<file path="src/rtl/dma_pkg.sv">
package dma_pkg;

  // Byte-level transfer sequencer states
  typedef enum logic [2:0] {
    XS_IDLE = 3'd0,
    XS_RD0  = 3'd1,
    XS_WR0  = 3'd2,
    XS_RD1  = 3'd3,
    XS_WR1  = 3'd4
  } xfer_state_e;

  // Control word, bit 0 = enable
  typedef struct packed {
    logic [2:0] src;
    logic       word;
    logic       irq_en;
    logic       dir;
    logic       wrap;
    logic       en;
  } ctrl_t;

  localparam int CTRL_W = $bits(ctrl_t);

  localparam logic [1:0] CFG_CTRL  = 2'd0;
  localparam logic [1:0] CFG_IO    = 2'd1;
  localparam logic [1:0] CFG_FIRST = 2'd2;
  localparam logic [1:0] CFG_LAST  = 2'd3;

  localparam logic [2:0] SRC_NONE = 3'd7;

endpackage

</file>
<file path="src/rtl/dma_rst_sync.sv">
module dma_rst_sync (
  input  logic clk,
  input  logic arst_n,
  output logic rst_n_o
);

  logic [1:0] sync_q;

  always_ff @(posedge clk or negedge arst_n) begin
    if (!arst_n) sync_q <= 2'b00;
    else         sync_q <= {sync_q[0], 1'b1};
  end

  assign rst_n_o = sync_q[1];

endmodule

</file>
<file path="src/rtl/dma_req_sel.sv">
module dma_req_sel #(
  parameter int CHAN_IDX = 0,
  parameter int REQ_W    = 10
) (
  input  logic             clk,
  input  logic             rst_n,
  input  logic [REQ_W-1:0] req_i,
  input  logic [2:0]       src_i,
  output logic             trig_o
);
  import dma_pkg::*;

  localparam int IW = $clog2(REQ_W);

  logic [IW-1:0] line_idx;
  logic          line_ok;
  logic          sel_d;
  logic          sel_q;

  // Shared-event codes: pairs of lines, CHAN_IDX picks the member
  always_comb begin
    line_ok = (src_i != SRC_NONE);
    if (src_i[2]) line_idx = IW'(4 + 2 * int'(src_i[1:0]) + CHAN_IDX);
    else          line_idx = IW'(src_i);
    sel_d = line_ok & req_i[line_idx];
  end

  always_ff @(posedge clk or negedge rst_n) begin
    if (!rst_n) sel_q <= 1'b0;
    else        sel_q <= sel_d;
  end

  assign trig_o = sel_d & ~sel_q;

endmodule

</file>
<file path="src/rtl/dma_xfer_fsm.sv">
module dma_xfer_fsm #(
  parameter int AW = 12,
  parameter int DW = 8
) (
  input  logic          clk,
  input  logic          rst_n,
  input  logic          start_i,
  input  logic          word_i,
  input  logic          dir_i,
  input  logic [AW-1:0] rf_addr_i,
  input  logic [AW-1:0] per_addr_i,
  input  logic [DW-1:0] mem_rdata_i,
  output logic          mem_re_o,
  output logic          mem_we_o,
  output logic [AW-1:0] mem_addr_o,
  output logic [DW-1:0] mem_wdata_o,
  output logic          busy_o,
  output logic          done_o,
  output logic          word_o
);
  import dma_pkg::*;

  xfer_state_e state_q, state_d;
  logic        word_q, word_d;
  logic        dir_q, dir_d;
  logic        hi_byte;
  logic        reading;
  logic [AW-1:0] rf_byte;
  logic [AW-1:0] per_byte;

  always_comb begin
    state_d = state_q;
    word_d  = word_q;
    dir_d   = dir_q;
    unique case (state_q)
      XS_IDLE: if (start_i) state_d = XS_RD0;
      XS_RD0:  state_d = XS_WR0;
      XS_WR0: begin
        if (word_q)       state_d = XS_RD1;
        else if (start_i) state_d = XS_RD0;
        else              state_d = XS_IDLE;
      end
      XS_RD1:  state_d = XS_WR1;
      XS_WR1:  state_d = start_i ? XS_RD0 : XS_IDLE;
      default: state_d = XS_IDLE;
    endcase
    if (start_i && state_d == XS_RD0) begin
      word_d = word_i;
      dir_d  = dir_i;
    end
  end

  always_ff @(posedge clk or negedge rst_n) begin
    if (!rst_n) begin
      state_q <= XS_IDLE;
      word_q  <= 1'b0;
      dir_q   <= 1'b0;
    end else begin
      state_q <= state_d;
      word_q  <= word_d;
      dir_q   <= dir_d;
    end
  end

  always_comb begin
    hi_byte  = (state_q == XS_RD1) || (state_q == XS_WR1);
    reading  = (state_q == XS_RD0) || (state_q == XS_RD1);
    rf_byte  = rf_addr_i + AW'(hi_byte);
    per_byte = {per_addr_i[AW-1:1], per_addr_i[0] | hi_byte};
    if (reading) mem_addr_o = dir_q ? per_byte : rf_byte;
    else         mem_addr_o = dir_q ? rf_byte  : per_byte;
  end

  assign mem_re_o    = reading;
  assign mem_we_o    = (state_q == XS_WR0) || (state_q == XS_WR1);
  assign mem_wdata_o = mem_rdata_i;
  assign busy_o      = (state_q != XS_IDLE);
  assign done_o      = ((state_q == XS_WR0) && !word_q) || (state_q == XS_WR1);
  assign word_o      = word_q;

endmodule

</file>
<file path="src/rtl/dma_chan.sv">
module dma_chan #(
  parameter int CHAN_IDX = 0,
  parameter int AW       = 12,
  parameter int DW       = 8,
  parameter int IO_W     = 8,
  parameter int REQ_W    = 10
) (
  input  logic             clk,
  input  logic             rst_n,
  input  logic             cfg_we_i,
  input  logic [1:0]       cfg_sel_i,
  input  logic [AW-1:0]    cfg_wdata_i,
  input  logic [REQ_W-1:0] req_i,
  output logic             mem_re_o,
  output logic             mem_we_o,
  output logic [AW-1:0]    mem_addr_o,
  output logic [DW-1:0]    mem_wdata_o,
  input  logic [DW-1:0]    mem_rdata_i,
  output logic             busy_o,
  output logic             chan_en_o,
  output logic             irq_o,
  output logic             align_err_o
);
  import dma_pkg::*;

  localparam int PW = AW - IO_W;

  logic rst_s;

  ctrl_t           ctrl_q, ctrl_d;
  logic            ctrl_ld;
  logic [IO_W-1:0] io_q;
  logic [AW-1:0]   first_q, last_q;
  logic [AW-1:0]   rf_q, rf_d;
  logic            rf_ld;
  logic            pend_q, pend_d;
  logic            err_q, err_d;
  logic            irq_q, irq_d;

  logic wr_ctrl, wr_io, wr_first, wr_last;
  logic trig;
  logic go;
  logic xfer_busy, xfer_done, xfer_word;
  logic terminal, stop_now, en_live;
  logic [AW-1:0] per_base;
  logic [AW-1:0] step;
  logic [2:0]    src_w;

  dma_rst_sync u_rst (
    .clk     (clk),
    .arst_n  (rst_n),
    .rst_n_o (rst_s)
  );

  assign src_w = ctrl_q.src;

  dma_req_sel #(.CHAN_IDX(CHAN_IDX), .REQ_W(REQ_W)) u_sel (
    .clk    (clk),
    .rst_n  (rst_s),
    .req_i  (req_i),
    .src_i  (src_w),
    .trig_o (trig)
  );

  // Peripheral page is the top page; low bit forced even in word mode
  assign per_base = {{PW{1'b1}}, io_q[IO_W-1:1], io_q[0] & ~ctrl_q.word};

  dma_xfer_fsm #(.AW(AW), .DW(DW)) u_xfer (
    .clk         (clk),
    .rst_n       (rst_s),
    .start_i     (go),
    .word_i      (ctrl_q.word),
    .dir_i       (ctrl_q.dir),
    .rf_addr_i   (rf_q),
    .per_addr_i  (per_base),
    .mem_rdata_i (mem_rdata_i),
    .mem_re_o    (mem_re_o),
    .mem_we_o    (mem_we_o),
    .mem_addr_o  (mem_addr_o),
    .mem_wdata_o (mem_wdata_o),
    .busy_o      (xfer_busy),
    .done_o      (xfer_done),
    .word_o      (xfer_word)
  );

  // Next-state logic
  always_comb begin
    wr_ctrl  = cfg_we_i && (cfg_sel_i == CFG_CTRL);
    wr_io    = cfg_we_i && (cfg_sel_i == CFG_IO);
    wr_first = cfg_we_i && (cfg_sel_i == CFG_FIRST);
    wr_last  = cfg_we_i && (cfg_sel_i == CFG_LAST);

    step     = xfer_word ? AW'(2) : AW'(1);
    terminal = (rf_q == last_q) || (xfer_word && ((rf_q + AW'(1)) == last_q));
    stop_now = xfer_done && terminal && !ctrl_q.wrap;
    en_live  = ctrl_q.en && !stop_now;
    go       = en_live && (!xfer_busy || xfer_done) && (pend_q || trig);

    ctrl_d = ctrl_q;
    if (stop_now) ctrl_d.en = 1'b0;
    if (wr_ctrl)  ctrl_d = ctrl_t'(cfg_wdata_i[CTRL_W-1:0]);
    ctrl_ld = wr_ctrl || stop_now;

    rf_ld = wr_first || xfer_done;
    if (wr_first)      rf_d = cfg_wdata_i;
    else if (terminal) rf_d = first_q;
    else               rf_d = rf_q + step;

    if (go)                                              pend_d = 1'b0;
    else if (xfer_busy && !xfer_done && ctrl_q.en && trig) pend_d = 1'b1;
    else if (en_live)                                    pend_d = pend_q;
    else                                                 pend_d = 1'b0;

    if (go && ctrl_q.word && io_q[0]) err_d = 1'b1;
    else if (wr_ctrl)                 err_d = 1'b0;
    else                              err_d = err_q;

    irq_d = xfer_done && terminal && ctrl_q.irq_en;
  end

  // Registers
  always_ff @(posedge clk or negedge rst_s) begin
    if (!rst_s) begin
      ctrl_q  <= '0;
      io_q    <= '0;
      first_q <= '0;
      last_q  <= '0;
      rf_q    <= '0;
      pend_q  <= 1'b0;
      err_q   <= 1'b0;
      irq_q   <= 1'b0;
    end else begin
      if (ctrl_ld)  ctrl_q  <= ctrl_d;
      if (wr_io)    io_q    <= cfg_wdata_i[IO_W-1:0];
      if (wr_first) first_q <= cfg_wdata_i;
      if (wr_last)  last_q  <= cfg_wdata_i;
      if (rf_ld)    rf_q    <= rf_d;
      pend_q <= pend_d;
      err_q  <= err_d;
      irq_q  <= irq_d;
    end
  end

  assign busy_o      = xfer_busy;
  assign chan_en_o   = ctrl_q.en;
  assign irq_o       = irq_q;
  assign align_err_o = err_q;

endmodule

</file>
<file path="config.mk">
export PLATFORM = sky130hd
export DESIGN_NAME = dma_chan
export DESIGN_NICKNAME = d
export VERILOG_FILES = /design/src/rtl/dma_pkg.sv /design/src/rtl/dma_rst_sync.sv /design/src/rtl/dma_req_sel.sv /design/src/rtl/dma_xfer_fsm.sv /design/src/rtl/dma_chan.sv
export SDC_FILE = /design/constraint.sdc
export NUM_CORES = 1
export LEC_CHECK = 0
export BUFFER_PORTS_ARGS = -buffer_cell sky130_fd_sc_hd__buf_2
export CORE_ASPECT_RATIO = 1.4
export CORE_MARGIN = 3
export CORE_UTILIZATION = 59
export CTS_CLUSTER_DIAMETER = 30
export CTS_CLUSTER_SIZE = 25
export DETAILED_ROUTE_END_ITERATION = 10
export PLACE_DENSITY_LB_ADDON = 0.1
export SYNTH_ARGS = -nofsm -noshare
export SYNTH_HDL_FRONTEND = slang
export SYNTH_HIERARCHICAL = 1
export SYNTH_SLANG_ARGS = --single-unit
</file>
<file path="constraint.sdc">
create_clock -name clk -period 4.8 [get_ports clk]
set_input_delay 0.48 -clock clk [delete_from_list [all_inputs] [get_ports clk]]
set_output_delay 0.48 -clock clk [all_outputs]
set_load 0.03 [all_outputs]
</file>
==> summary.txt <==
Status
  – Run status: complete, no violations

Critical path
  – CP peak stage delay: 670 ps
  – Reg-to-reg startpoint: rf_q[2]
  – CP Data Arrival Time: 3370 ps
  – Startpoint Class: flip-flop
  – CP Cell Sequence: nand2_1, or3_1, a21oi_1, o2111ai_1, o31a_1, buf_4, nor3_1, nor3_1, nand3b_1, mux2_2
  – Crit Path Class: reg2reg
  – CP max-delay cell: dfrtp_1
  – Max FO, Critical Path: 17
  – Start point of the critical path: rf_q[2]
  – Endpoint class of the critical path: flip-flop
  – Most used cell, CP: nor3_1
  – Worst Path Required: 5020 ps

Yosys
  – Post-synth top cells: nand2_1 (76), dfrtp_1 (63), mux2_2 (30), xnor2_1 (17), xor2_1 (14)
  – Post-synth top area cell: dfrtp_1
  – Top cell type's share of synthesized area: 0.410
  – Asr flop ratio synth: 1.00
  – Synthesized area: 3840 sq um
  – Flops & latches, synth: 63
  – Post-synth top flop: dfrtp_1
  – Number of synthesized flops with an enable pin: 0
  – Synth unique cells: 63
  – Cell count after synthesis: 397
  – Register area share after synthesis: 0.410
  – Syn_area_per_cell: 9.68 sq um
  – Synthesis Warnings: 6
  – Most frequent cell after synthesis: nand2_1
  – Largest cells by area after synthesis: dfrtp_1 (41%), mux2_2 (8.8%), nand2_1 (7.4%)

Power
  – Clock power frac: 0.227
  – Reg power frac: 0.351
  – Comb pwr share: 0.423
  – Peak supply drop: 0.498 mV
  – P_int: 1.42 mW
  – Switching share of power: 0.415
  – Switching power: 1.00 mW
  – LEAKAGE: 1.97 nW
  – Cell Pwr Density: 567 nW/um^2

Clocking
  – Htree depth: 3
  – Deepest clock path buffer count: 2
  – Postcts setup bufs: 0
  – CTS Root Cell: clkbuf_8
  – Clock slew at reported path FFs: 70 ps
  – CTS resizes: 0
  – Worst-skew pair later-pin latency: 340 ps
  – CTS tree: done
  – CTS Hold Bufs: 1
  – Clock sinks: 63
  – CTS buffer count: 9

Global routing
  – Antenna violations before repair: 0
  – GR Overflow Total: 0
  – First-pass GRT wire length: 14.1 mm
  – Vias in the first global route: 2928
  – Largest net degree at the start of global routing: 62
  – GRT Overall Usage: 0.247

Finish
  – Share of cells above drive strength 1: 0.263
  – Ant diodes: 0
  – Post-layout nets: 473
  – Layout area overhead: 11.0%
  – Fillers: 511

Detailed routing
  – Drt first pass iters: 4
  – DRT iter0 DRCs: 178
  – Detail Route Antenna Nets: 0
  – Vias per cell: 5.92
  – DRC viols: 0
  – Avg WL per Cell: 16.8 um
  – Via Count: 3012
  – Final wirelength: 8.54 mm

Die
  – Die area: 7530 sq um
  – CORE AREA: 6250 sq um
  – Die extent in x: 74.2 um
  – Io pins: 61
  – Die height: 102 um
  – Initial core utilization: 0.615
  – Row cnt: 34

Timing
  – Worst Max-Slew Pin Slew: 775 ps
  – Setup TNS: 0 ps
  – WHS: 354 ps
  – Fin crit period: 3150 ps
  – Final Skew: 5.80 ps
  – Final Hold Viols: 0
  – Period utilization: 0.656
  – Final setup viols: 0
  – FMAX: 318 MHz
  – Headroom to the max-slew limit: 0.483
  – RSZ-0062 raised after global routing: false
  – Max-slew violations: 0

Min path
  – Worst min-delay path startpoint: u_rst/sync_q[0]
  – Hold Crit Class: reg2reg

Run
  – Max_cap viols: 0

Placement
  – # port buffers: 41
  – RD Place Congestion: 0.893
  – DP Wirelength: 6.13 mm
[layout make-up]
class,count,area (sq um),area share
tap,72,90.1,0.0211
timing repair buffer,47,253,0.0592
clock buffer,14,183,0.0428
multi-input combinational,301,2070,0.484
sequential,63,1580,0.370
inverter,10,37.5,0.00880
clock inverter,2,60.1,0.0141
[cells by family after synthesis]
group	after synthesis	synth area share
muxes	43	0.124
other	2	0.00195
adders and majority gates	6	0.0215
and+or+nand+nor	158	0.203
AOI/OAI and AO/OA	57	0.110
DFF	63	0.410
xor gates and xnor gates	32	0.0749
buffers and inverters	36	0.0550
[worst paths after layout]
kind,end,slack [ps],depth (start not counted)
worst max register to register,u_xfer/dir_q,1650,10
min in group asynchronous,irq_o,420,1
max in group asynchronous,io_q[2],3870,1
worst min-delay path,u_rst/sync_q[1],350,0
worst max-delay path,u_xfer/dir_q,1650,10
worst min register to register,u_rst/sync_q[1],350,0
[layout by cell type, fill, tap and decap left out, drive strengths merged, types with 2 or more instances in the layout]
cell type,netlist,routed
nand2,76,76
dfrtp,63,63
buf,19,46
mux2,33,33
xnor2,18,18
o21ai,18,18
xor2,14,14
clkbuf,7,14
nor2,13,13
nor3,10,10
nand3,10,10
mux2i,10,10
inv,10,10
o211ai,10,10
nand2b,8,8
nor2b,8,8
a21oi,8,8
and3,6,6
nor4,6,6
ha,5,5
conb,2,5
nand4,5,5
a211oi,4,4
or2,3,3
nor3b,3,3
and4,2,2
o31a,2,2
a21o,2,2
nand3b,2,2
bufinv,0,2
or3,2,2
[metal layers]
layer,vias to the layer above,track usage,routed length (um)
met5,-,0,0
met4,0,0.118,290
met3,19,0.0447,368
met2,73,0.428,4590
met1,1472,0.291,3290
li1,1448,-,-
[state kept, by name, indices dropped and copies added (netlist names)]
register / flops
first_q: 12
last_q: 12
rf_q: 12
io_q: 8
ctrl_q: 4
src_w: 3
u_xfer/state_q: 3
u_rst/sync_q: 2
align_err_o: 1
chan_en_o: 1
irq_o: 1
pend_q: 1
u_sel/sel_q: 1
u_xfer/dir_q: 1
u_xfer/word_o: 1
[through the flow]
stage	setup WS, ps	power [mW]	util	area (sq um)	cells
5_1_grt	1420	2.59	0.682	4270	509
6_report	1650	2.42	0.682	4270	509
2_1_floorplan	2220	1.68	-	3850	400
4_1_cts	1680	2.44	0.682	4270	509
3_5_place_dp	1690	1.88	0.642	4020	492
3_3_place_gp	1750	1.86	0.642	4020	492
[power by group through the flow]
stage | clock network [mW] | logic (mW) | registers [mW]
floorplan | 0 | 0.897 | 0.779
global placement | 0 | 1.01 | 0.851
detailed placement | 0 | 1.03 | 0.857
CTS | 0.560 | 1.03 | 0.847
global route | 0.583 | 1.14 | 0.871
finish | 0.549 | 1.02 | 0.849
[worst max-delay path, delay by kind of cell, from the launching register on]
kind            cells  cell delay [ps]
compound gates      3              520
buf+inv             1              210
flops               1              670
mux                 1              350
simple gates        5             1270
Power figures use the tool's default switching activity.
